==> src/rtl/itm_pkg.sv <==
package itm_pkg;

  typedef enum logic [1:0] {
    PS_1    = 2'b00,
    PS_8    = 2'b01,
    PS_64   = 2'b10,
    PS_1024 = 2'b11
  } ps_sel_e;

  typedef struct packed {
    logic    load;
    logic    rd_cnt;
    logic    rd_stat;
    logic    ien_bit;
    ps_sel_e ps;
  } bus_cmd_t;

endpackage

==> src/rtl/itm_decode.sv <==
module itm_decode
  import itm_pkg::*;
#(
  parameter int ADDR_W = 4
) (
  input  logic              bus_en,
  input  logic              bus_we,
  input  logic [ADDR_W-1:0] addr,
  output bus_cmd_t          cmd
);

  always_comb begin
    cmd.load    = bus_en && bus_we && addr[2];
    cmd.rd_cnt  = bus_en && !bus_we && !addr[0];
    cmd.rd_stat = bus_en && !bus_we && addr[0];
    cmd.ien_bit = addr[3];
    cmd.ps      = ps_sel_e'(addr[1:0]);
  end

endmodule

==> src/rtl/itm_prescaler.sv <==
module itm_prescaler
  import itm_pkg::*;
#(
  parameter int SH0 = 0,
  parameter int SH1 = 3,
  parameter int SH2 = 6,
  parameter int SH3 = 10,
  localparam int PRE_W = (SH3 > 0) ? SH3 : 1
) (
  input  logic    clk,
  input  logic    rst,
  input  logic    load,
  input  ps_sel_e ps_new,
  output logic    base_tick
);

  localparam int SH_TAB [4] = '{SH0, SH1, SH2, SH3};

  logic [PRE_W-1:0] last_tab [4];
  logic [PRE_W-1:0] pre_q;
  ps_sel_e          sel_q;
  logic [PRE_W-1:0] last_now;

  for (genvar g = 0; g < 4; g++) begin : g_last
    assign last_tab[g] = PRE_W'((64'd1 << SH_TAB[g]) - 64'd1);
  end

  assign last_now  = last_tab[sel_q];
  assign base_tick = (pre_q == last_now);

  always_ff @(posedge clk) begin
    if (rst) begin
      pre_q <= '0;
      sel_q <= PS_1024;
    end else if (load) begin
      pre_q <= '0;
      sel_q <= ps_new;
    end else if (base_tick) begin
      pre_q <= '0;
    end else begin
      pre_q <= pre_q + PRE_W'(1);
    end
  end


  phase_bound_chk: assert property (@(posedge clk) disable iff (rst)
    pre_q <= last_now);

endmodule

==> src/rtl/itm_counter.sv <==
module itm_counter #(
  parameter int DATA_W = 8
) (
  input  logic              clk,
  input  logic              rst,
  input  logic              load,
  input  logic [DATA_W-1:0] load_val,
  input  logic              base_tick,
  input  logic              rd_cnt,
  output logic [DATA_W-1:0] cnt,
  output logic              flag
);

  localparam logic [DATA_W-1:0] ALL1 = '1;

  logic step;
  logic wrap;

  assign step = flag || base_tick;
  assign wrap = step && (cnt == '0);

  always_ff @(posedge clk) begin
    if (rst) begin
      cnt <= ALL1;
    end else if (load) begin
      cnt <= load_val;
    end else if (step) begin
      cnt <= cnt - DATA_W'(1);
    end
  end

  always_ff @(posedge clk) begin
    if (rst) begin
      flag <= 1'b0;
    end else if (load) begin
      flag <= 1'b0;
    end else if (wrap) begin
      flag <= 1'b1;
    end else if (rd_cnt) begin
      flag <= 1'b0;
    end
  end


  wrap_sets_flag_chk: assert property (@(posedge clk) disable iff (rst)
    (!load && base_tick && cnt == '0) |=> (flag && cnt == ALL1));


  fast_step_chk: assert property (@(posedge clk) disable iff (rst)
    (!load && flag) |=> (cnt == $past(cnt) - DATA_W'(1)));


  single_step_chk: assert property (@(posedge clk) disable iff (rst)
    !load |=> (cnt == $past(cnt) || cnt == $past(cnt) - DATA_W'(1)));


  load_beats_wrap_chk: assert property (@(posedge clk) disable iff (rst)
    load |=> !flag);

endmodule

==> src/rtl/itm_timer.sv <==
module itm_timer
  import itm_pkg::*;
#(
  parameter int DATA_W = 8,
  parameter int ADDR_W = 4,
  parameter int SH0    = 0,
  parameter int SH1    = 3,
  parameter int SH2    = 6,
  parameter int SH3    = 10
) (
  input  logic              clk,
  input  logic              rst,
  input  logic              bus_en,
  input  logic              bus_we,
  input  logic [ADDR_W-1:0] addr,
  input  logic [DATA_W-1:0] wdata,
  output logic [DATA_W-1:0] rdata,
  output logic              irq_n
);

  bus_cmd_t          cmd;
  logic              base_tick;
  logic [DATA_W-1:0] cnt;
  logic              flag;
  logic              ien_q;

  itm_decode #(.ADDR_W(ADDR_W)) u_dec (
    .bus_en (bus_en),
    .bus_we (bus_we),
    .addr   (addr),
    .cmd    (cmd)
  );

  itm_prescaler #(.SH0(SH0), .SH1(SH1), .SH2(SH2), .SH3(SH3)) u_pre (
    .clk       (clk),
    .rst       (rst),
    .load      (cmd.load),
    .ps_new    (cmd.ps),
    .base_tick (base_tick)
  );

  itm_counter #(.DATA_W(DATA_W)) u_cnt (
    .clk       (clk),
    .rst       (rst),
    .load      (cmd.load),
    .load_val  (wdata),
    .base_tick (base_tick),
    .rd_cnt    (cmd.rd_cnt),
    .cnt       (cnt),
    .flag      (flag)
  );

  always_ff @(posedge clk) begin
    if (rst) begin
      ien_q <= 1'b0;
    end else if (cmd.load || cmd.rd_cnt) begin
      ien_q <= cmd.ien_bit;
    end
  end

  always_comb begin
    rdata = '0;
    if (cmd.rd_cnt) begin
      rdata = cnt;
    end else if (cmd.rd_stat) begin
      rdata = '0;
      rdata[DATA_W-1] = flag;
    end
  end

  assign irq_n = !(flag && ien_q);


  load_value_chk: assert property (@(posedge clk) disable iff (rst)
    (bus_en && bus_we && addr[2]) |=> (cnt == $past(wdata) && irq_n));


  prescale_hold_chk: assert property (@(posedge clk) disable iff (rst)
    (!cmd.load && !flag && !base_tick) |=> $stable(cnt));


  status_zero_chk: assert property (@(posedge clk) disable iff (rst)
    (bus_en && !bus_we && addr[0]) |-> (rdata[DATA_W-2:0] == '0));


  irq_needs_flag_chk: assert property (@(posedge clk) disable iff (rst)
    !irq_n |-> flag);


  idle_rdata_chk: assert property (@(posedge clk) disable iff (rst)
    !(bus_en && !bus_we) |-> (rdata == '0));

endmodule

==> config.mk <==
export PLATFORM = sky130hd
export DESIGN_NAME = itm_timer
export DESIGN_NICKNAME = d
export VERILOG_FILES = /design/src/rtl/itm_pkg.sv /design/src/rtl/itm_decode.sv /design/src/rtl/itm_prescaler.sv /design/src/rtl/itm_counter.sv /design/src/rtl/itm_timer.sv
export SDC_FILE = /design/constraint.sdc
export NUM_CORES = 1
export LEC_CHECK = 0
export ABC_CLOCK_PERIOD_IN_PS = 2100
export BUFFER_PORTS_ARGS = -buffer_cell sky130_fd_sc_hd__buf_2
export CORE_ASPECT_RATIO = 1.2
export CORE_MARGIN = 2
export CORE_UTILIZATION = 55
export CTS_BUF_LIST = sky130_fd_sc_hd__clkbuf_2 sky130_fd_sc_hd__clkbuf_4 sky130_fd_sc_hd__clkbuf_8
export DETAILED_ROUTE_END_ITERATION = 8
export GPL_ROUTABILITY_DRIVEN = 0
export GPL_TIMING_DRIVEN = 0
export PLACE_DENSITY = 0.8
export SKIP_LAST_GASP = 1
export SLEW_MARGIN = 20
export SYNTH_ARGS = -nofsm -noshare
export SYNTH_HDL_FRONTEND = slang
export SYNTH_SLANG_ARGS = --single-unit
==> constraint.sdc <==
create_clock -name clk -period 2.1 [get_ports clk]
set_input_delay 0.63 -clock clk [delete_from_list [all_inputs] [get_ports clk]]
set_output_delay 0.63 -clock clk [all_outputs]
set_load 0.03 [all_outputs]
After elaboration in Yosys (flattened, before gate mapping)
Cells that the tools add are included.

word-level totals
  RAM bits = 0
  latch bits = 0
  memories = 0
  ROM bits = 0
  register bits after elaboration = 22
  logic and storage cells = 36

operators by class
  reduce and logical (&&, ||, !) cells = 17
  muxes and demuxes = 9
  add/sub/neg operators = 2
  $mul = 0
  $lt $le $gt $ge = 1
  equality and inequality tests = 1
  shift operators = 0
  div/mod/pow operators = 0
  bitwise operators = 1

operators with widths
  kind                                                       number
  2-to-1 mux 8 bit                                           4
  binary-select mux 10 bit (select 2 bit)                    1
  2-to-1 mux 10 bit                                          2
  adder 10 x 1 -> 10 bit (second input constant)             1
  == test 10 bit                                             1
  logical NOT 8 bit                                          1
  subtractor 8 x 1 -> 8 bit (second input constant)          1
  logical AND 1 bit                                          7
  nonzero test 2 bit                                         2
  greater-or-equal comparator 3 bit (second input constant)  1
  logical NOT 1 bit                                          3
  inverter 2 -> 3 bit                                        1
  OR reduction 3 bit                                         1
  logical OR 1 bit                                           2
  2-to-1 mux 1 bit                                           2
  OR reduction 2 bit                                         1

Longest topological paths before layout
Gate-level depths: netlist of the first run.

  word-level depth = 8
  mapped depth = 6

By module
Synthesis of the first run repeated with hierarchy kept, for this count alone.

second synthesis, totals
  cells, all modules = 146
  area, all modules = 1311.3 um2

modules (own cells, without submodules)
  module         cells an instance  area an instance (um2)  instances  sequential area each (um2)
  itm_prescaler  66                 639.4                   1          240.2
  itm_counter    58                 516.7                   1          180.2
  itm_timer      16                 103.8                   1          20.0
  itm_decode     6                  51.3                    1          0.0

Least setup slack after synthesis of the first run
Ideal clock, no wire load.

  path kind = input to output
  start = in bus_we
  end = out rdata[0]
  stages = 2
  path slack = -0.006 ns
  data required time = 1.470 ns
  arrival = 1.476 ns
  cell sequence = nand2b_1 > nor3_1

between the ends
  longest elaborated chain between the ends = 4

RTL lines
  element                          RTL line          RTL
  start: declaration               itm_timer.sv:14   input logic bus_we,
  logical NOT 1 bit                itm_decode.sv:14  cmd.rd_cnt = bus_en && !bus_we && !addr[0];
  logical AND 1 bit (2 in series)  itm_decode.sv:14
  2-to-1 mux 8 bit                 itm_timer.sv:63   if (cmd.rd_cnt) begin
  end: declaration                 itm_timer.sv:17   output logic [DATA_W-1:0] rdata,

Every way passes these cells.

Final worst setup path of the first run
  start = in bus_we
  end = out rdata[6]

The elaborated chain is that of the path after synthesis.

==> results of run 1 <==
-- logic make-up (layout without fill, tap and decap cells) --
kind of cell,after synthesis,after routing,synth area share [%]
and+or+nand+nor,66,66,28.4
AOI/OAI and AO/OA,25,25,14.4
DFF,22,22,37.6
xor gates and xnor gates,15,15,11.2
buffers and inverters,9,37,2.99
adders and majority gates,3,3,3.21
muxes,2,2,2.14
-- cells in the mapped netlist, drive strengths merged --
library cell | instances | share of area (%)
a211oi | 1 | 0.64
o22ai | 1 | 0.53
and3 | 5 | 2.7
xnor2 | 5 | 3.7
buf | 1 | 0.43
nand2 | 8 | 2.6
or3 | 2 | 1.1
nor4 | 2 | 1.1
a211o | 1 | 0.75
o31a | 1 | 0.75
a221oi | 1 | 2.2
ha | 3 | 3.2
nor2b | 1 | 0.53
a21oi | 9 | 3.8
o211ai | 3 | 1.9
nor3b | 1 | 1.1
inv | 5 | 1.6
xor2 | 10 | 7.5
dfxtp | 22 | 38
nand2b | 2 | 1.1
o21ai | 8 | 3.7
nor2 | 20 | 6.6
mux2 | 1 | 1.3
and2 | 5 | 2.7
and4 | 1 | 0.75
clkbuf | 3 | 0.96
mux2i | 1 | 0.85
nor3 | 13 | 5.6
nand3 | 5 | 2.1
nand3b | 1 | 0.64
-- worst max-delay path by stage --
stage / endpoint / slack (ns)
floorplan: rdata[0] / -0.006
finish: rdata[6] / 0.09
global route: rdata[6] / 0.05
global placement: rdata[5] / -0.16
detailed placement: rdata[3] / -0.19
CTS: rdata[4] / 0.02
-- stage by stage --
step | hold slack [ns] | cells | util [%] | worst slack, ns
3_3_place_gp | 0.438 | 186 | 64.9 | -0.157
5_1_grt | 0.490 | 190 | 67.7 | 0.0513
6_report | 0.469 | 190 | 67.7 | 0.0930
2_1_floorplan | 0.426 | 142 | - | -0.00642
4_1_cts | 0.475 | 190 | 67.0 | 0.0172
3_5_place_dp | 0.448 | 186 | 64.9 | -0.194
-- timing repair --
| action | 4_1_cts | 5_1_grt |
|---|---|---|
| buffers inserted | 1 | 1 |
| resized for setup | 4 | 3 |
| pin swaps | 1 | 1 |
| gates cloned | 0 | 0 |
| hold buffers | 0 | 0 |
| setup endpoints to repair | 5 | 6 |
-- routing by layer --
layer	track usage [%]	part of all wire [%]	vias to the layer above
li1	-	-	546
met1	24.5	41	486
met2	41.4	55	27
met3	3.63	2.9	4
met4	6.19	1.2	0
met5	0	0	-
-- power breakdown --
part / total (mW) / internal, mW / switching, mW
clock network: 0.185 / 0.0667 / 0.119
registers: 0.445 / 0.431 / 0.0140
logic: 0.104 / 0.0437 / 0.0601
total: 0.734 / 0.541 / 0.193
-- sequential cells by signal (all words and copies together) (netlist names) --
signal / count
u_cnt.flag: 1
u_pre.pre_q: 10
u_cnt.cnt: 8
ien_q: 1
u_pre.sel_q: 2
-- worst reg2reg max path, cell delays in order (launching register included) --
cell and delay, ns:
dfxtp_1 0.42, and3_1 0.27, o21ai_1 0.14, a221oi_4 0.47, nor2_2 0.10, mux2_4 0.32, o21ai_2 0.10
-- layout make-up --
type | count | area [um2]
timing repair buffer | 26 | 143
tap | 20 | 25.0
inverter | 5 | 18.8
sequential | 22 | 440
buffer | 3 | 12.5
clock buffer | 3 | 22.5
multi-input combinational | 111 | 711
fill | 179 | 654
==> impl_metrics.yaml, run 1 <==
outcome:
  status: "finished, final reports clean"
job:
  max_cap_violations: 0
floorplanning:
  die_x_um: 46.1
  core-area_um2: 2030
  row_count: 18
  dieArea_um2: 2520
  fp.dieH_um: 54.6
  ioPinCount: 25
  start_util_pct: 57.8
critical_path:
  r2r_slack_ns: 0.23
  worstSetupEndpointType: "output port"
  path_buf_inv: 2
  critPathMaxFanout: 6
  crit_cells: 5
  rr_endpoint: "u_cnt.cnt[1]"
  cp_cell_sequence: "buf_2 > nand2b_4 > nor2_4 > and2_1 > clkbuf_4"
  cp-startpoint: "bus_we"
  crit_type: "input pin to output port"
  critical-path-top-delay-family: "simple AND/OR/NAND/NOR gates"
  timing.rr.start: "u_pre.pre_q[2]"
  slowest_stage: "clkbuf_4"
  slowest_delay_ns: 0.18
  rr_worst_depth: 6
  crit_required_ns: 1.47
  critPathArrivalTime_ns: 1.38
  startpoint_type: "input pin"
sta:
  rsz0062_at_grt: "false"
  finalSetupTns_ns: 0
  fmax_mhz: 498
  relSlewSlack_pct: 67.7
  post-route-period-util_pct: 95.6
  setup_viol: 0
  finClkSkew_ns: 0.00436
  finalHoldViolCount: 0
  period_minus_slack_ns: 2.01
  slew_violations: 0
  worst_pin_slew_ns: 0.483
grt:
  grt_pass1_vias: 972
  grt_pass1_wl_mm: 4.02
  grt_usage_pct: 21.9
  overflow: 0
  antenna_found_initial: 0
  grt_max_degree: 12
clock_network:
  cts.sinks: 22
  cts_tree: "yes"
  cts_buffer_depth: 2
  worstSkewPairLatency_ns: 0.29
  htree_num_levels: 1
  root_buffer: "clkbuf_4"
  numCtsBuffers: 3
  clk_pin_slew_worst_paths_ns: 0.12
final_layout:
  drive_gt1_share_pct: 21.8
  syn_to_final_growth_pct: 17.2
  final_cell_mix: "buf_2, dfxtp_1, nor2_1"
  nNetsFinal: 191
  final_area_um2: 1370
  n_antenna_cell: 0
synth:
  synth.avg_cell_area_um2: 8.25
  synth_nets: 161
  syn_inst: 142
  yosysWarnings: 0
  yosysSeqAreaShare_pct: 37.6
  yosysUniqueCellTypes: 33
  synth_seq_cells: 22
  synth.cell_area_um2: 1170
worst_hold_path:
  holdPathEnd: "ien_q"
  worstHoldStart: "ien_q"
  hold_path_class: "register to register"
  hold_depth: 2
routing:
  drt_iter0_drc: 15
  drt_pass1_iterations: 4
  num_vias: 1063
  ant_nets: 0
  drc: 0
  drt-vias-per-instance: 5.59
  wl_per_cell_um: 13.3
  wl_mm: 2.52
pwr:
  power_density_nw_per_um2: 535
  power_mw: 0.734
  power_leakage_nw: 0.582
  ir_worst_vdd_mv: 0.463
place:
  placed_area_um2: 1320
  dp_hpwl_mm: 1.86
  port_buffers: 24
(Power assumes the default switching activity.)
==> inputs of run 2 (changes only) <==
==> constraint.sdc (replaced) <==
create_clock -name clk -period 2.1 [get_ports clk]
set_input_delay 0.105 -clock clk [delete_from_list [all_inputs] [get_ports clk]]
set_output_delay 0.105 -clock clk [all_outputs]
set_load 0.03 [all_outputs]
==> impl_metrics.yaml, run 2 (same netlist as run 1, synthesis figures left out) <==
outcome:
  status: "finished, final reports clean"
critical_path:
  startpoint_type: "register"
  crit_type: "register to register"
  rr_endpoint: "u_cnt.cnt[1]"
  critical-path-top-delay-family: "simple AND/OR/NAND/NOR gates"
  critPathArrivalTime_ns: 2.10
  cp_cell_sequence: "nor4_1 > nand2_1 > a221oi_4 > nor2_2 > mux2_4 > o21ai_2"
  r2r_slack_ns: 0.24
  rr_worst_depth: 6
  slowest_delay_ns: 0.45
  path_buf_inv: 0
  crit_required_ns: 2.34
  timing.rr.start: "u_pre.pre_q[3]"
  critPathMaxFanout: 9
  worstSetupEndpointType: "register"
  slowest_stage: "a221oi_4"
sta:
  finalSetupTns_ns: 0
  relSlewSlack_pct: 66.6
  worst_pin_slew_ns: 0.499
  rsz0062_at_grt: "false"
  slew_violations: 0
  fmax_mhz: 538
  finClkSkew_ns: 0.00232
  post-route-period-util_pct: 88.5
  finalHoldViolCount: 0
  fin_hold_ws_ns: 0.00727
  setup_viol: 0
  period_minus_slack_ns: 1.86
final_layout:
  fill_cells: 183
  syn_to_final_growth_pct: 14.3
  largest_reg_flops: 10
  final_common_cell: "buf_2"
  final_cell_mix: "buf_2, dfxtp_1, nor2_1"
  nNetsFinal: 190
  reg_top3: "u_pre.pre_q x10, u_cnt.cnt x8, u_pre.sel_q x2"
  n_antenna_cell: 0
  top_register: "u_pre.pre_q"
  drive_gt1_share_pct: 19.5
clock_network:
  postCtsSetupRepairBufs: 0
  cts_buffer_depth: 2
  cts.hold.buffers_added: 0
  numCtsBuffers: 3
  worstSkewPairLatency_ns: 0.29
  cts.sinks: 22
  cts_tree: "yes"
  clk_pin_slew_worst_paths_ns: 0.12
  cts-resized-gates: 0
  root_buffer: "clkbuf_4"
  htree_num_levels: 1
routing:
  num_vias: 1030
  drt-vias-per-instance: 5.45
  drc: 0
  wl_per_cell_um: 12.8
  ant_nets: 0
  drt_iter0_drc: 11
  drt_pass1_iterations: 4
  wl_mm: 2.42
grt:
  grt_usage_pct: 21.4
  overflow: 0
  grt_pass1_wl_mm: 3.93
  antenna_found_initial: 0
  grt_pass1_vias: 954
  grt_max_degree: 12
place:
  port_buffers: 24
  dp_hpwl_mm: 1.86
floorplanning:
  fp.dieH_um: 54.6
  core-area_um2: 2030
  row_count: 18
  dieArea_um2: 2520
  ioPinCount: 25
  start_util_pct: 57.8
  die_x_um: 46.1
worst_hold_path:
  holdPathEnd: "u_pre.sel_q[1]"
  worstHoldStart: "addr[1]"
  hold_path_class: "input pin to register"
  hold_depth: 2
job:
  max_cap_violations: 0
pwr:
  power_density_nw_per_um2: 544
  power_leakage_nw: 0.567
  ir_worst_vdd_mv: 0.461
==> run 2: routing by layer <==
layer  wire length, um  GRT usage (%)  up-vias
li1                  -              -      546
met1              1040           24.3      465
met2              1290           40.0       17
met3                71           3.63        2
met4                14           6.19        0
met5                 0              0        -
==> run 2: stage by stage <==
stage | instance area [um2] | total power [mW] | cells | worst slack, ns | util [%]
3_3_place_gp | 1320 | 0.546 | 186 | 0.280 | 64.9
3_5_place_dp | 1320 | 0.551 | 186 | 0.267 | 64.9
5_1_grt | 1340 | 0.765 | 189 | 0.117 | 66.0
4_1_cts | 1340 | 0.731 | 189 | 0.231 | 66.0
2_1_floorplan | 1170 | 0.514 | 142 | 0.444 | -
6_report | 1340 | 0.728 | 189 | 0.242 | 66.0
==> run 2: where the power goes <==
| part | switching [mW] | total (mW) | internal (mW) | leakage [nW] |
|---|---|---|---|---|
| Sequential | 0.0140 | 0.445 | 0.431 | 0.179 |
| Combinational | 0.0569 | 0.0962 | 0.0393 | 0.374 |
| Clock | 0.121 | 0.187 | 0.0667 | 0.0138 |
| Total | 0.192 | 0.728 | 0.537 | 0.567 |
==> run 2: how the worst max path moves through the flow <==
stage | start | to | slack [ns] | cells past startpoint
after detailed placement | u_pre.pre_q[4] | u_cnt.cnt[1] | 0.27 | 6
after floorplan | u_pre.pre_q[4] | u_cnt.cnt[1] | 0.44 | 6
after global routing | u_pre.pre_q[2] | u_cnt.cnt[4] | 0.12 | 6
final | u_pre.pre_q[3] | u_cnt.cnt[1] | 0.24 | 6
after global placement | u_pre.pre_q[3] | u_cnt.cnt[1] | 0.28 | 6
after CTS | u_pre.pre_q[4] | u_cnt.cnt[1] | 0.23 | 6
==> run 2: final cells by class <==
| cell class | count | area [um2] | share of cell area, % |
|---|---|---|---|
| buffer | 4 | 16.3 | 1.21 |
| clock buffer | 3 | 22.5 | 1.68 |
| inverter | 5 | 18.8 | 1.40 |
| tap | 20 | 25.0 | 1.87 |
| multi-input combinational | 111 | 696 | 52.0 |
| timing repair buffer | 24 | 120 | 8.97 |
| sequential | 22 | 440 | 32.9 |
==> inputs of run 3 (changes only) <==
--- a/config.mk
+++ b/config.mk
@@ -5,16 +5,18 @@
 export SDC_FILE = /design/constraint.sdc
 export NUM_CORES = 1
 export LEC_CHECK = 0
-export ABC_CLOCK_PERIOD_IN_PS = 2100
+export ABC_CLOCK_PERIOD_IN_PS = 1600
 export BUFFER_PORTS_ARGS = -buffer_cell sky130_fd_sc_hd__buf_2
+export CELL_PAD_IN_SITES_DETAIL_PLACEMENT = 0
+export CELL_PAD_IN_SITES_GLOBAL_PLACEMENT = 2
 export CORE_ASPECT_RATIO = 1.2
 export CORE_MARGIN = 2
-export CORE_UTILIZATION = 55
+export CORE_UTILIZATION = 29
 export CTS_BUF_LIST = sky130_fd_sc_hd__clkbuf_2 sky130_fd_sc_hd__clkbuf_4 sky130_fd_sc_hd__clkbuf_8
 export DETAILED_ROUTE_END_ITERATION = 8
 export GPL_ROUTABILITY_DRIVEN = 0
 export GPL_TIMING_DRIVEN = 0
-export PLACE_DENSITY = 0.8
+export PLACE_DENSITY_LB_ADDON = 0.1
 export SKIP_LAST_GASP = 1
 export SLEW_MARGIN = 20
 export SYNTH_ARGS = -nofsm -noshare
==> constraint.sdc (replaced) <==
create_clock -name clk -period 1.6 [get_ports clk]
set_input_delay 0.08 -clock clk [delete_from_list [all_inputs] [get_ports clk]]
set_output_delay 0.08 -clock clk [all_outputs]
set_load 0.03 [all_outputs]
==> impl_metrics.yaml, run 3 (same netlist as run 1, synthesis figures left out) <==
clock_network:
  clk_pin_slew_worst_paths_ns: 0.08
  worstSkewPairLatency_ns: 0.26
  cts_tree: "yes"
  root_buffer: "clkbuf_8"
  cts.sinks: 22
  cts_buffer_depth: 2
  numCtsBuffers: 3
  htree_num_levels: 1
  cts.hold.buffers_added: 0
critical_path:
  crit_type: "register to register"
  crit_required_ns: 1.80
  startpoint_type: "register"
  critPathArrivalTime_ns: 1.94
  critPathMaxFanout: 9
  worstSetupEndpointType: "register"
place:
  dp.cells: 220
  dp_hpwl_mm: 2.11
  dp_slack_ns: -0.278
  port_buffers: 24
floorplanning:
  dieArea_um2: 4560
  start_util_pct: 30.0
  core-area_um2: 3910
  row_count: 25
  fp.dieH_um: 73.6
  ioPinCount: 25
  die_x_um: 62.0
routing:
  drt_iter0_drc: 40
  drt-vias-per-instance: 4.71
  wl_mm: 2.87
  ant_nets: 0
  drt_pass1_iterations: 4
  num_vias: 1050
  drc: 0
  wl_per_cell_um: 12.9
sta:
  fmax_mhz: 574
  finalSetupTns_ns: -0.979
  finalHoldViolCount: 0
  setup_viol: 19
  fin_hold_ws_ns: 0.0235
  finClkSkew_ns: 0.00348
  rsz0062_at_grt: "true"
  worst_pin_slew_ns: 0.530
  period_minus_slack_ns: 1.74
  slew_violations: 0
  relSlewSlack_pct: 64.6
  post-route-period-util_pct: 109
  layout_setup_ws_ns: -0.142
grt:
  grt_pass1_wl_mm: 4.80
  grt_usage_pct: 14.5
  antenna_found_initial: 0
  overflow: 0
  grt_max_degree: 12
  grt_pass1_vias: 1007
outcome:
  status: "complete, but fails checks"
  violations: "setup timing"
final_layout:
  syn_to_final_growth_pct: 25.5
  largest_reg_flops: 10
  nNetsFinal: 190
  register_area_um2: 453
  final_common_cell: "buf_2"
  multiInputGateArea_um2: 731
  final_cell_mix: "buf_2, nor2_1, dfxtp_1"
  layout.cells.non_filler: 223
  reg_top3: "u_pre.pre_q x10, u_cnt.cnt x8, u_pre.sel_q x2"
  fill_cells: 443
  top_register: "u_pre.pre_q"
  n_antenna_cell: 0
  drive_gt1_share_pct: 28.4
pwr:
  power_density_nw_per_um2: 724
  power_mw: 1.06
  power_leakage_nw: 0.610
  ir_worst_vdd_mv: 0.303
job:
  max_cap_violations: 0
worst_hold_path:
  hold_path_class: "input pin to register"
==> run 3: cell count changes in the layout (fill, tap and decap cells not counted), sizes merged <==
cell,change
buf,+1
clkbuf,-1
==> run 3: path summary, 6_finish.rpt <==
| kind | startpoint | to | slack (ns) | cells past startpoint |
|---|---|---|---|---|
| worst min-delay path | wdata[1] | u_cnt.cnt[1] | 0.02 | 3 |
| worst max-delay path | u_pre.pre_q[4] | u_cnt.cnt[1] | -0.14 | 7 |
| worst min register to register | u_pre.pre_q[0] | u_pre.pre_q[0] | 0.45 | 1 |
| worst max register to register | u_pre.pre_q[4] | u_cnt.cnt[1] | -0.14 | 7 |
==> run 3: where the power goes <==
part           total, mW  switching, mW  internal, mW
clock              0.345          0.177         0.168
sequential         0.586         0.0207         0.565
combinational      0.133         0.0777        0.0553
total               1.06          0.276         0.789
==> run 3: critical path: stages (launching register included) <==
cell and delay (ns):
dfxtp_1 0.35, nor4_2 0.27, nand2_1 0.12, a221oi_4 0.31, buf_12 0.16, nor2_2 0.05, mux2_4 0.31, o21ai_2 0.10
==> run 3: routing by layer <==
metal	global-route usage [%]	vias to the layer above	wire length, um
met5	0	-	0
met4	4.26	0	38
met3	4.05	4	114
met2	25.5	21	1510
met1	16.5	481	1210
li1	-	544	-
==> run 3: layout make-up <==
class                           count  share of cell area [%]
Sequential cell                    22                    30.8
Buffer                              3                    1.28
Tap cell                           54                    4.60
Timing Repair Buffer               25                    9.53
Multi-Input combinational cell    111                    49.7
Clock buffer                        3                    2.81
Inverter                            5                    1.28
==> run 3: repair_timing <==
item,in CTS,in global routing
resized for setup,8,10
setup buffers,1,0
setup endpoints to repair,19,20
pin swaps,4,6
==> run 3: per-stage QoR <==
step                cell area (um2)  utilization (%)
global route                   1470             37.6
finish                         1470             37.6
detailed placement             1360             34.8
global placement               1360             34.8
floorplan                      1170                -
CTS                            1450             37.0
